### config.mk
export PLATFORM = sky130hd
export DESIGN_NAME = chain_mask_selector
export DESIGN_NICKNAME = d
export VERILOG_FILES = /design/src/rtl/msel_pkg.sv /design/src/rtl/msel_mask_reg.sv /design/src/rtl/msel_expander.sv /design/src/rtl/msel_compactor.sv /design/src/rtl/chain_mask_selector.sv
export SDC_FILE = /design/constraint.sdc
export NUM_CORES = 1
export LEC_CHECK = 0
export CORE_AREA = 2 2 39 41
export CTS_BUF_LIST = sky130_fd_sc_hd__clkbuf_2
export CTS_CLUSTER_DIAMETER = 40
export DETAILED_ROUTE_END_ITERATION = 6
export DIE_AREA = 0 0 41 43
export DONT_BUFFER_PORTS = 1
export GPL_TIMING_DRIVEN = 0
export HOLD_SLACK_MARGIN = 0.1
export PLACE_DENSITY = 0.46
export SETUP_SLACK_MARGIN = 0.5
export SLEW_MARGIN = 5
export SYNTH_ARGS = -nofsm -noshare
export SYNTH_HDL_FRONTEND = slang
export SYNTH_SLANG_ARGS = --single-unit
### constraint.sdc
create_clock -name clk_i -period 1.6 [get_ports clk_i]
set_input_delay 0.24 -clock clk_i [delete_from_list [all_inputs] [get_ports clk_i]]
set_output_delay 0.24 -clock clk_i [all_outputs]
set_load 0.1 [all_outputs]
### src/rtl/msel_pkg.sv
package msel_pkg;
  // number of set bits in a mask-sized word (mask widths up to 32)
  function automatic int unsigned popcnt(logic [31:0] v);
    int unsigned n;
    n = 0;
    for (int i = 0; i < 32; i++) n += int'(v[i]);
    return n;
  endfunction
endpackage

### src/rtl/msel_mask_reg.sv
module msel_mask_reg #(
  parameter int unsigned MASK_BITS = 4
) (
  input  logic                 clk_i,
  input  logic                 rst_ni,
  input  logic                 load_i,
  input  logic                 bit_i,
  input  logic                 unload_i,
  output logic [MASK_BITS-1:0] mask_o
);
  logic shift_en;
  assign shift_en = load_i & ~unload_i;

  always_ff @(posedge clk_i or negedge rst_ni) begin
    if (!rst_ni)       mask_o <= '0;
    else if (shift_en) mask_o <= {mask_o[MASK_BITS-2:0], bit_i};
  end

  assert_shift_R1: assert property (@(posedge clk_i) disable iff (!rst_ni)
    (load_i && !unload_i) |=> (mask_o[0] == $past(bit_i)) &&
                              (mask_o[MASK_BITS-1:1] == $past(mask_o[MASK_BITS-2:0])));

  assert_hold_R2: assert property (@(posedge clk_i) disable iff (!rst_ni)
    (!load_i || unload_i) |=> $stable(mask_o));
endmodule

### src/rtl/msel_expander.sv
module msel_expander #(
  parameter int unsigned NUM_CHAINS = 8,
  parameter int unsigned MASK_BITS  = 4,
  parameter logic [NUM_CHAINS-1:0][MASK_BITS-1:0] POLY = '0
) (
  input  logic [MASK_BITS-1:0]  mask_i,
  input  logic                  pass_all_i,
  output logic [NUM_CHAINS-1:0] gate_o
);
  logic [NUM_CHAINS-1:0] lin;

  for (genvar j = 0; j < NUM_CHAINS; j++) begin : g_poly
    assign lin[j] = ^(mask_i & POLY[j]);
  end

  assign gate_o = pass_all_i ? '1 : lin;
endmodule

### src/rtl/msel_compactor.sv
module msel_compactor #(
  parameter int unsigned NUM_CHAINS = 8,
  parameter int unsigned NUM_CHAN   = 2
) (
  input  logic [NUM_CHAINS-1:0] chain_i,
  input  logic [NUM_CHAINS-1:0] gate_i,
  output logic [NUM_CHAN-1:0]   chan_o
);
  logic [NUM_CHAINS-1:0] gated;
  assign gated = chain_i & gate_i;

  for (genvar c = 0; c < NUM_CHAN; c++) begin : g_chan
    always_comb begin
      chan_o[c] = 1'b0;
      for (int j = 0; j < NUM_CHAINS; j++)
        if ((j % NUM_CHAN) == c) chan_o[c] = chan_o[c] ^ gated[j];
    end
  end
endmodule

### src/rtl/chain_mask_selector.sv
module chain_mask_selector #(
  parameter int unsigned NUM_CHAINS = 8,
  parameter int unsigned MASK_BITS  = 4,
  parameter int unsigned NUM_CHAN   = 2,
  parameter int unsigned MAX_SHARED = 2,
  parameter logic [NUM_CHAINS-1:0][MASK_BITS-1:0] POLY =
    {4'b1011, 4'b0111, 4'b1100, 4'b1010, 4'b1001, 4'b0110, 4'b0101, 4'b0011}
) (
  input  logic                  clk_i,
  input  logic                  rst_ni,
  input  logic                  mask_load_i,
  input  logic                  mask_bit_i,
  input  logic                  unload_i,
  input  logic                  pass_all_i,
  input  logic [NUM_CHAINS-1:0] chain_i,
  output logic [NUM_CHAINS-1:0] gate_o,
  output logic [NUM_CHAN-1:0]   chan_o
);
  import msel_pkg::*;

  if (MASK_BITS < 2 || MASK_BITS > 32 || MASK_BITS >= NUM_CHAINS) begin : g_bad_dims
    $error("mask width must be 2..32 and below the chain count");
  end

  for (genvar a = 0; a < NUM_CHAINS; a++) begin : g_pa
    for (genvar b = a + 1; b < NUM_CHAINS; b++) begin : g_pb
      if (popcnt(32'(POLY[a] & POLY[b])) > MAX_SHARED) begin : g_overlap
        $error("selector polynomials share too many mask bits");
      end
    end
  end

  logic [MASK_BITS-1:0] mask_q;

  msel_mask_reg #(.MASK_BITS(MASK_BITS)) u_mreg (
    .clk_i    (clk_i),
    .rst_ni   (rst_ni),
    .load_i   (mask_load_i),
    .bit_i    (mask_bit_i),
    .unload_i (unload_i),
    .mask_o   (mask_q)
  );

  msel_expander #(.NUM_CHAINS(NUM_CHAINS), .MASK_BITS(MASK_BITS), .POLY(POLY)) u_exp (
    .mask_i     (mask_q),
    .pass_all_i (pass_all_i),
    .gate_o     (gate_o)
  );

  msel_compactor #(.NUM_CHAINS(NUM_CHAINS), .NUM_CHAN(NUM_CHAN)) u_cmp (
    .chain_i (chain_i),
    .gate_i  (gate_o),
    .chan_o  (chan_o)
  );

  assert_pass_all_R4: assert property (@(posedge clk_i) disable iff (!rst_ni)
    pass_all_i |-> (&gate_o));

  assert_zero_mask_R3: assert property (@(posedge clk_i) disable iff (!rst_ni)
    (!pass_all_i && mask_q == '0) |-> (gate_o == '0));

  assert_closed_quiet_R5: assert property (@(posedge clk_i) disable iff (!rst_ni)
    (gate_o == '0) |-> (chan_o == '0));
endmodule

==> Implementation_results.wiki, run 1 <==
{| class="wikitable"
! Metric !! Value
|-
| Half-perimeter wire length of the detailed placement result || 829 um
|-
| Die height || 43 um
|-
| Number of distinct library cells after synthesis || 25
|-
| Worst Hold Launch || mask_bit_i
|-
| Post-Place Setup Slack || -1.19 ns
|-
| Signal arrival time at the worst endpoint || 2.72 ns
|-
| Syn avg cell area || 8.40 um^2
|-
| Final Routed Wirelength || 1.19 mm
|-
| Biggest area consumer among synthesized cells || dfrtp_1
|-
| Number of cells produced by synthesis || 56
|-
| Grt met2 use || 22.2%
|-
| Growth of design area from synthesis to finish || 87.8%
|-
| Max Freq || 338 MHz
|-
| Final hold violation count || 0
|-
| TritonCTS clock tree || done
|-
| Max-Slew Margin vs Limit || 32.9%
|-
| Depth of the CTS H-tree || 1
|-
| Netlist area before placement || 470 um^2
|-
| Bufs and invs on worst path || 1
|-
| CTS Root Buffer Type || clkbuf_2
|-
| Maximum number of pins on one net before global-route repair || 11
|-
| Wire length of the first global-routing pass || 1.65 mm
|-
| Multiplexer share of the synthesized area || 9.04%
|-
| Number of inserted filler cells in the final layout || 107
|-
| Placed cell areas || 682 um^2
|-
| Vias || 455
|-
| Register bank with the most flops || u_mreg.mask_o
|-
| Hold Crit Class || input port to flip-flop
|-
| Hold-critical path endpoint || u_mreg.mask_o[0]$_DFFE_PN0P_
|-
| Cell-by-cell listing of the critical path || buf_6, xnor2_4, mux2i_4, nand2_2, xor2_2, xor2_4
|-
| Number of instances on the worst hold path || 2
|-
| Total die area || 1760 um^2
|-
| Max Cap Violations || 0
|-
| Fraction of layout cells with a size suffix above 1 || 59.4%
|-
| Iteration-0 DRC count of the detailed router || 1
|-
| Combinational family with the most area after synthesis || simple AND/OR/NAND/NOR gates
|-
| Crit Path Max Fanout || 3
|-
| Wire per inst || 14.0 um
|-
| Worst R2R End || u_mreg.mask_o[1]$_DFFE_PN0P_
|-
| EDFF count, synth || 0
|-
| CTS buffer count || 3
|-
| Top FF cell, synth || dfrtp_1
|-
| Post-Synth Adder-Cell Area || 0%
|-
| Registers with the most flip-flops || u_mreg.mask_o: 4 flops
|-
| Final cycle utilization of the critical path || 185%
|-
| Static Leak || 0.356 nW
|-
| Category of the critical setup timing path || flip-flop to output port
|-
| Power per Cell Area || 1830 nW/um^2
|-
| Time the final worst path needs with I/O delays and setup || 2.96 ns
|-
| Startpoint of the lowest-slack register-to-register path || u_mreg.mask_o[0]$_DFFE_PN0P_
|-
| RSZ-0062 raised after global routing || true
|-
| CP top delay family || XOR/XNOR gates
|-
| GRT Resource Usage Total || 13.9%
|-
| Crit path largest cell delay || 0.77 ns
|-
| Post-synthesis simple-gate area fraction || 21.3%
|-
| Violated checks || setup timing
|-
| Status || finished with violations
|-
| Worst hold slack across all endpoints || 0.145 ns
|-
| Number of antenna violations at the first check in global routing || 0
|-
| Mapped Nets || 70
|-
| Via count of the first global-routing pass || 407
|-
| Reg2Reg Setup Slack || 0.34 ns
|-
| Cell depth of the worst flop-to-flop path || 5
|-
| Detailed-router iteration count before antenna repair || 4
|-
| Fraction of registers with async set or reset after synthesis || 100%
|-
| Final setup violation count || 8
|-
| PortBufs || 0
|-
| Clk pin slew, worst setup/hold paths || 0.05 ns
|-
| Worst IR Drop VDD || 0.849 mV
|-
| Post-route clock skew || 0.0150 ns
|-
| Post-layout instance area || 883 um^2
|-
| #FFs+latches synth || 4
|-
| Final Max Slew Viols || 0
|-
| Routability Congestion || 0.656
|-
| Worst-skew pair later-pin latency || 0.22 ns
|-
| Diode count || 0
|-
| Final critical-path setup slack || -1.36 ns
|-
| Most Used Layer, Global Route || met2
|-
| Final net count || 85
|-
| Met1 GRT Util || 16.9%
|-
| Number of ports placed on the die boundary || 24
|-
| Area inside the core boundary || 1380 um^2
|-
| Crit end category || output port
|-
| Warnings, synthesis || 0
|-
| Gr ovfl total || 0
|-
| Startpoint kind of the worst setup timing path || flip-flop
|-
| Count of antenna-violating nets left after detailed routing || 0
|-
| Site row count || 14
|-
| Fraction of synthesized cell area taken by the top area cell type || 21.3%
|-
| Complex-gate fraction of the synthesized area || 17.6%
|-
| Master of the slowest instance on the critical path || mux2i_4
|-
| Leading post-synthesis cells by cell area || dfrtp_1, xnor2_1, nand2b_1
|-
| Final routed DRC violation total || 0
|-
| Fraction of synthesized cell area in xor and xnor cells || 20.2%
|-
| Flip-flop count of the largest register after layout || 4
|-
| Number of sinks handled by clock tree synthesis || 4
|-
| Number of buffers on the longest clock path || 2
|-
| Met3 Track Usage GR || 4.71%
|-
| Initial cell density of the core || 34.0%
|-
| CP required || 1.36 ns
|-
| X dimension of the die || 41 um
|-
| Pin slew with the least headroom to its limit || 1.01 ns
|-
| Setup TNS || -4.03 ns
|-
| Final Power || 1.62 mW
|-
| Sequential cell area fraction in the yosys report || 21.3%
|-
| Via/cell ratio || 5.35
|}
==> layout make-up <==
type	instances	area, um^2	share of cell area (%)
clock buffer	3	15.0	1.70
multi-input combinational	45	564	63.9
tap	16	20.0	2.27
timing repair buffer	10	111	12.6
inverter	2	7.51	0.850
sequential	4	100	11.3
buffer	5	65.1	7.37
==> layout by cell type, fill, tap and decap left out, drive strengths merged <==
cell         netlist  final
o221ai             2      2
nor2               3      3
xor2               2      2
nor3               1      1
o22ai              1      1
mux2               2      2
nor2b              1      1
o211ai             1      1
dfrtp              4      4
and2b              2      2
buf                5     14
and2               1      1
inv                2      2
a32oi              1      1
a21oi              2      2
clkbuf             0      3
dlygate4sd3        0      1
nand2b             6      6
nand2              5      5
o21ai              3      3
xnor2              8      8
a311oi             2      2
mux2i              2      2
==> cell usage after synthesis, types with 3 or more instances <==
master,n
xnor2_1,7
nand2b_1,6
nand2_1,5
dfrtp_1,4
nor2_1,3
o21ai_0,3
==> stage by stage <==
stage / std cells / util [%]
6_report: 85 / 63.8
2_1_floorplan: 56 / -
4_1_cts: 80 / 58.7
5_1_grt: 85 / 63.8
3_3_place_gp: 72 / 49.3
3_5_place_dp: 72 / 49.3
==> logic make-up after synthesis <==
family / Yosys count
DFF: 4
buffers and inverters: 7
muxes: 4
and+or+nand+nor: 19
AOI/OAI and AO/OA: 12
xor gates and xnor gates: 10
==> worst register-to-register path, delay by kind of cell (launching register included) <==
| kind | cells | cell delay (ns) |
|---|---|---|
| multiplexers | 1 | 0.26 |
| buffers and inverters | 4 | 0.50 |
| flip-flops | 1 | 0.37 |
==> worst max-delay path by stage <==
stage                                  from        end  slack (ns)  depth (start not counted)
2_1_floorplan  u_mreg.mask_o[0]$_DFFE_PN0P_  chan_o[0]       -1.11                          6
3_3_place_gp   u_mreg.mask_o[0]$_DFFE_PN0P_  chan_o[0]       -1.16                          6
3_5_place_dp   u_mreg.mask_o[1]$_DFFE_PN0P_  chan_o[0]       -1.19                          6
4_1_cts        u_mreg.mask_o[0]$_DFFE_PN0P_  chan_o[1]       -1.39                          6
5_1_grt        u_mreg.mask_o[0]$_DFFE_PN0P_  chan_o[0]       -1.46                          6
6_report       u_mreg.mask_o[0]$_DFFE_PN0P_  chan_o[0]       -1.36                          6
==> power breakdown <==
part	total (mW)	switching [mW]	internal, mW
Clock	0.0932	0.0428	0.0504
Combinational	1.39	0.924	0.467
Sequential	0.135	0.0119	0.123
==> layer usage <==
layer | up-vias | share of wire (%)
met5 | - | 0
met4 | 0 | 1.0
met3 | 2 | 9.7
met2 | 25 | 54
met1 | 208 | 35
li1 | 220 | -
==> what timing repair did <==
item	in CTS	in global routing
gates resized for setup	13	9
endpoints found under the setup margin	10	11
pin swaps	5	2
setup buffers	4	5
hold buffers	1	0
endpoints found under the hold margin	4	0
Power figures use the tool's default switching activity.
==> inputs of run 2 (changes only) <==
--- a/config.mk
+++ b/config.mk
@@ -15,6 +15,7 @@
 export HOLD_SLACK_MARGIN = 0.1
 export PLACE_DENSITY = 0.46
 export SETUP_SLACK_MARGIN = 0.5
+export SKIP_LAST_GASP = 1
 export SLEW_MARGIN = 5
 export SYNTH_ARGS = -nofsm -noshare
 export SYNTH_HDL_FRONTEND = slang
==> run 2 against run 1 <==
Effect of this change: the flow still finishes with violations (setup timing); setup slack gained 0.0078 ns; register-to-register slack is essentially flat; cell count shrank 2.4%; global-route usage is the same; wire length down 6.3%; flip-flop and latch count is the same; cell area decreased by 4.0%; critical path depth stayed put; utilization shrank 2.5 points; total power decreased by 2.9%; fmax increased by 0.27%; hold slack improved by 0.019 ns; critical path type unchanged; critical endpoint unchanged; highest routed layer is now met3.
==> Implementation_results.wiki, run 2 (same netlist as run 1, synthesis figures left out) <==
{| class="wikitable"
! Metric !! Value
|-
| Status || finished with violations
|-
| Violated checks || setup timing
|-
| Final Max Slew Viols || 0 (unchanged)
|-
| Clk pin slew, worst setup/hold paths || 0.05 ns (about the same)
|-
| Power per Cell Area || 1850 nW/um^2 (+1.1%)
|-
| Total die area || 1760 um^2 (unchanged)
|-
| Via count of the first global-routing pass || 405 (-0.49%)
|-
| Depth of the CTS H-tree || 1 (unchanged)
|-
| Detailed-router iteration count before antenna repair || 2 (-2)
|-
| Non-filler instance count after layout || 83 (-2.4%)
|-
| Util after Layout || 61.3% (-2.5 points)
|-
| Gr ovfl total || 0 (unchanged)
|-
| Crit end category || output port
|-
| CTS buffer count || 3 (unchanged)
|-
| Number of ports placed on the die boundary || 24 (unchanged)
|-
| Iteration-0 DRC count of the detailed router || 7 (+6)
|-
| Master of the slowest instance on the critical path || mux2i_4
|-
| Final Power || 1.57 mW (-2.9%)
|-
| Final Routed Wirelength || 1.12 mm (-6.3%)
|-
| Fraction of layout cells with a size suffix above 1 || 55.2% (-4.2 points)
|-
| Register bank with the most flops || u_mreg.mask_o
|-
| Diode count || 0 (unchanged)
|-
| Number of antenna violations at the first check in global routing || 0 (unchanged)
|-
| Commonest non-fill, non-tap cells in the layout || buf_6, xnor2_4, nand2b_4, dfrtp_1
|-
| Crit path largest cell delay || 0.77 ns (about the same)
|-
| Signal arrival time at the worst endpoint || 2.71 ns (about the same)
|-
| Worst hold slack across all endpoints || 0.164 ns (+0.0189 ns)
|-
| RSZ-0062 raised after global routing || true
|-
| Count of antenna-violating nets left after detailed routing || 0 (unchanged)
|-
| Worst IR Drop VDD || 0.835 mV (-1.6%)
|-
| Setup TNS || -3.86 ns (+0.173 ns)
|-
| Final cycle utilization of the critical path || 185% (-0.49 points)
|-
| X dimension of the die || 41 um (unchanged)
|-
| Placed cell count || 72 (unchanged)
|-
| Vias || 442 (-2.9%)
|-
| Hold Crit Class || input port to flip-flop
|-
| Initial cell density of the core || 34.0% (unchanged)
|-
| Startpoint kind of the worst setup timing path || flip-flop
|-
| Crit Path Max Fanout || 3 (unchanged)
|-
| Post-layout instance area || 848 um^2 (-4.0%)
|-
| Static Leak || 0.340 nW (-4.4%)
|-
| CP required || 1.36 ns (about the same)
|-
| Post-Place Setup Slack || -1.19 ns (unchanged)
|-
| Max Freq || 338 MHz (+0.27%)
|-
| Final net count || 83 (-2.4%)
|-
| Category of the critical setup timing path || flip-flop to output port
|-
| Wire length of the first global-routing pass || 1.64 mm (-0.85%)
|-
| Growth of design area from synthesis to finish || 80.3%
|-
| Number of sinks handled by clock tree synthesis || 4 (unchanged)
|-
| Final routed DRC violation total || 0 (unchanged)
|-
| Maximum number of pins on one net before global-route repair || 11 (unchanged)
|-
| Die height || 43 um (unchanged)
|-
| Final setup violation count || 7 (-1)
|-
| Reg2Reg Setup Slack || 0.34 ns (about the same)
|-
| Cell-by-cell listing of the critical path || buf_6, xnor2_4, mux2i_4, nand2_2, xor2_2, xor2_4
|-
| Flip-flop count of the largest register after layout || 4 (unchanged)
|-
| GRT Resource Usage Total || 13.9% (unchanged)
|-
| Routability Congestion || 0.656 (unchanged)
|-
| Bufs and invs on worst path || 1 (unchanged)
|-
| Time the final worst path needs with I/O delays and setup || 2.95 ns (-0.00784 ns)
|-
| Area inside the core boundary || 1380 um^2 (unchanged)
|-
| Wire per inst || 13.4 um (-4.0%)
|-
| Number of buffers on the longest clock path || 2 (unchanged)
|-
| Post-route clock skew || 0.0127 ns (-0.00230 ns)
|-
| Half-perimeter wire length of the detailed placement result || 829 um (unchanged)
|-
| Site row count || 14 (unchanged)
|-
| Placed cell areas || 682 um^2 (unchanged)
|-
| Final hold violation count || 0 (unchanged)
|-
| Final critical-path setup slack || -1.35 ns (+0.00784 ns)
|-
| Worst-skew pair later-pin latency || 0.20 ns (-0.02 ns)
|-
| Registers with the most flip-flops || u_mreg.mask_o: 4 flops
|-
| CP top delay family || XOR/XNOR gates
|-
| PortBufs || 0 (unchanged)
|-
| Max-Slew Margin vs Limit || 32.9% (about the same)
|-
| Max Cap Violations || 0 (unchanged)
|-
| Pin slew with the least headroom to its limit || 1.01 ns (-0.000135 ns)
|-
| Via/cell ratio || 5.33 (-0.52%)
|-
| CTS Root Buffer Type || clkbuf_2
|-
| TritonCTS clock tree || done
|}
run 2: final cells by class:
class	count	area, um^2
inverter	2	7.51
buffer	5	56.3
tap	16	20.0
timing repair buffer	8	88.8
multi-input combinational	45	561
clock buffer	3	15.0
sequential	4	100
fill	105	536
run 2: worst paths after layout:
path,from,end,cells after the start
setup / recovery,u_mreg.mask_o[0]$_DFFE_PN0P_,chan_o[0],6
hold / removal,mask_bit_i,u_mreg.mask_o[0]$_DFFE_PN0P_,2
setup reg to reg,u_mreg.mask_o[0]$_DFFE_PN0P_,u_mreg.mask_o[1]$_DFFE_PN0P_,5
hold reg to reg,u_mreg.mask_o[3]$_DFFE_PN0P_,u_mreg.mask_o[3]$_DFFE_PN0P_,2
max in group asynchronous,rst_ni,u_mreg.mask_o[1]$_DFFE_PN0P_,1
min in group asynchronous,rst_ni,u_mreg.mask_o[2]$_DFFE_PN0P_,1
run 2: report_power, final:
group	switching [mW]	total, mW	internal, mW	leakage, nW
logic	0.914	1.35	0.438	0.278
clock network	0.0375	0.0878	0.0504	0.0125
registers	0.00973	0.133	0.123	0.0498
total	0.961	1.57	0.612	0.340
run 2: timing repair:
| action | in CTS | in global routing |
|---|---|---|
| pin swaps | 5 | 2 |
| gates resized for setup | 8 | 7 |
| setup buffers | 4 | 3 |
| endpoints found under the setup margin | 10 | 11 |
| endpoints found under the hold margin | 4 | 0 |
| hold buffers | 1 | 0 |
run 2: worst register-to-register path: cells and delay by family, from the launching register on:
kind | cells | cell delay, ns
flip-flops | 1 | 0.37
buffers and inverters | 4 | 0.51
multiplexers | 1 | 0.26
run 2: layer usage:
metal	global-route usage [%]	part of all wire, %
met1	16.6	36
met2	22.5	55
met3	4.71	8.8
met4	4.00	0
met5	0	0
==> inputs of run 3 (changes only) <==
==> constraint.sdc (replaced) <==
create_clock -name clk_i -period 3.74 [get_ports clk_i]
set_input_delay 0.561 -clock clk_i [delete_from_list [all_inputs] [get_ports clk_i]]
set_output_delay 0.561 -clock clk_i [all_outputs]
set_load 0.1 [all_outputs]
==> run 3 against run 2 <==
Effect of this change: the run now ends clean; utilization down 14 points; clock power is 57% lower; combinational power is 65% lower; wire length down 11%; critical path type unchanged; critical endpoint unchanged.
==> Implementation_results.wiki, run 3 (same netlist as run 1, synthesis figures left out) <==
{| class="wikitable"
! Metric !! Value
|-
| Status || completed
|-
| Most repeated library cell on the critical path || xor2_4
|-
| Fraction of layout cells with a size suffix above 1 || 40.3% (-15 points)
|-
| Wire per inst || 12.7 um (-5.2%)
|-
| Final Routed Wirelength || 993 um (-11%)
|-
| Static Leak || 0.244 nW (-28%)
|-
| Diode count || 0 (unchanged)
|-
| Site row count || 14 (unchanged)
|-
| Number of ports placed on the die boundary || 24 (unchanged)
|-
| Category of the critical setup timing path || flip-flop to output port
|-
| Final Max Slew Viols || 0 (unchanged)
|-
| Max Freq || 304 MHz
|-
| Combinational share of power || 83.5% (-2.5 points)
|-
| Power per Cell Area || 857 nW/um^2 (-54%)
|-
| Registers with the most flip-flops || u_mreg.mask_o: 4 flops
|-
| Bufs and invs on worst path || 1 (unchanged)
|-
| Max Cap Violations || 0 (unchanged)
|-
| Via/cell ratio || 5.41 (+1.6%)
|-
| Crit Path Max Fanout || 3 (unchanged)
|-
| Routability Congestion || 0.674 (+2.9%)
|-
| TritonCTS clock tree || done
|-
| Die height || 43 um (unchanged)
|-
| Final net count || 78 (-6.0%)
|-
| Time the final worst path needs with I/O delays and setup || 3.29 ns
|-
| X dimension of the die || 41 um (unchanged)
|-
| Gr ovfl total || 0 (unchanged)
|-
| Setup TNS || 0 ns (+3.86 ns)
|-
| Post-Place Setup Slack || 0.384 ns (+1.58 ns)
|-
| Count of antenna-violating nets left after detailed routing || 0 (unchanged)
|-
| Worst-skew pair later-pin latency || 0.20 ns (about the same)
|-
| Signal arrival time at the worst endpoint || 2.73 ns (+0.02 ns)
|-
| Iteration-0 DRC count of the detailed router || 9 (+2)
|-
| Crit path largest cell delay || 0.77 ns (about the same)
|-
| CP top delay family || XOR/XNOR gates
|-
| Switching share of power || 66.5% (+5.4 points)
|-
| Area inside the core boundary || 1380 um^2 (unchanged)
|-
| Total die area || 1760 um^2 (unchanged)
|-
| CP required || 3.18 ns (+1.82 ns)
|-
| Number of antenna violations at the first check in global routing || 0 (unchanged)
|-
| Most common library cell in the layout ignoring fill and taps || xnor2_1
|-
| Growth of design area from synthesis to finish || 39.9%
|-
| Final cycle utilization of the critical path || 87.9%
|-
| Max-Slew Margin vs Limit || 32.6% (-0.39 points)
|-
| CTS buffer count || 3 (unchanged)
|-
| Pin slew with the least headroom to its limit || 1.02 ns (+0.00589 ns)
|-
| Final setup violation count || 0 (-7)
|-
| Master of the slowest instance on the critical path || mux2i_4
|-
| Maximum number of pins on one net before global-route repair || 11 (unchanged)
|-
| Cell-by-cell listing of the critical path || buf_6, xnor2_4, mux2i_4, nand2_2, xor2_4, xor2_4
|-
| Vias || 422 (-4.5%)
|-
| Final routed DRC violation total || 0 (unchanged)
|-
| Commonest non-fill, non-tap cells in the layout || xnor2_1, dfrtp_1
|-
| Final hold violation count || 0 (unchanged)
|-
| Worst IR Drop VDD || 0.283 mV (-66%)
|-
| Clock power share || 6.7% (+1.1 points)
|-
| Wire length of the first global-routing pass || 1.58 mm (-3.4%)
|-
| Clk pin slew, worst setup/hold paths || 0.04 ns (about the same)
|-
| Beginning of the critical path || u_mreg.mask_o[0]$_DFFE_PN0P_
|-
| CTS Root Buffer Type || clkbuf_2
|-
| Number of buffers on the longest clock path || 2 (unchanged)
|-
| Internal power || 0.189 mW (-69%)
|-
| GRT Resource Usage Total || 12.8% (-1.1 points)
|-
| Depth of the CTS H-tree || 1 (unchanged)
|-
| Via count of the first global-routing pass || 397 (-2.0%)
|-
| Flip-flop count of the largest register after layout || 4 (unchanged)
|-
| Switching power total || 0.375 mW (-61%)
|-
| Startpoint of the lowest-slack register-to-register path || u_mreg.mask_o[0]$_DFFE_PN0P_
|-
| Register bank with the most flops || u_mreg.mask_o
|-
| Number of sinks handled by clock tree synthesis || 4 (unchanged)
|-
| Half-perimeter wire length of the detailed placement result || 766 um (-7.7%)
|-
| Sequential cell fraction of total power || 9.7% (+1.3 points)
|-
| Worst Hold Launch || mask_bit_i
|-
| RSZ-0062 raised after global routing || true
|-
| Detailed-router iteration count before antenna repair || 4 (+2)
|-
| Final critical-path setup slack || 0.453 ns (+1.81 ns)
|-
| Hold Crit Class || input port to flip-flop
|-
| Post-route clock skew || 0.00406 ns (-0.00861 ns)
|-
| Crit end category || output port
|-
| Initial cell density of the core || 34.0% (unchanged)
|-
| Startpoint kind of the worst setup timing path || flip-flop
|-
| PortBufs || 0 (unchanged)
|}
run 3: through the flow:
step	power, mW	std cells	utilization [%]	hold slack [ns]	cell area [um^2]
floorplan	0.472	56	-	0.265	536
global placement	0.487	72	40.1	0.266	556
detailed placement	0.493	72	40.1	0.266	556
CTS	0.565	78	46.6	0.468	644
global route	0.590	78	47.6	0.489	658
finish	0.564	78	47.6	0.485	658
run 3: final timing paths:
path,end,slack (ns),depth (start not counted)
max in group asynchronous,u_mreg.mask_o[0]$_DFFE_PN0P_,2.96,1
setup / recovery,chan_o[0],0.45,6
setup reg to reg,u_mreg.mask_o[1]$_DFFE_PN0P_,2.72,3
hold / removal,u_mreg.mask_o[0]$_DFFE_PN0P_,0.49,2
min in group asynchronous,u_mreg.mask_o[2]$_DFFE_PN0P_,0.62,1
hold reg to reg,u_mreg.mask_o[3]$_DFFE_PN0P_,0.68,2
run 3: repair_timing:
| item | 4_1_cts | 5_1_grt |
|---|---|---|
| hold buffers | 1 | 0 |
| pin swaps | 4 | 2 |
| endpoints found under the setup margin | 2 | 2 |
| endpoints found under the hold margin | 4 | 0 |
| setup buffers | 2 | 0 |
| gates resized for setup | 8 | 2 |
run 3: layout make-up:
class	count	area (um^2)
buffer	5	46.3
clock buffer	3	15.0
fill	149	726
inverter	2	7.51
multi-input combinational	45	444
sequential	4	100
tap	16	20.0
timing repair buffer	3	25.0
run 3: routing by layer:
metal | GRT usage (%) | part of all wire, % | up-vias
met5 | 0 | 0 | -
met4 | 8.00 | 0 | 0
met3 | 0 | 6.3 | 0
met2 | 20.0 | 53 | 22
met1 | 16.7 | 41 | 197
li1 | - | - | 203
run 3: power groups by stage:
stage	sequential, mW	combinational [mW]	clock (mW)
2_1_floorplan	0.0549	0.417	0
3_3_place_gp	0.0551	0.432	0
3_5_place_dp	0.0550	0.438	0
4_1_cts	0.0548	0.469	0.0416
5_1_grt	0.0563	0.492	0.0416
6_report	0.0550	0.471	0.0380
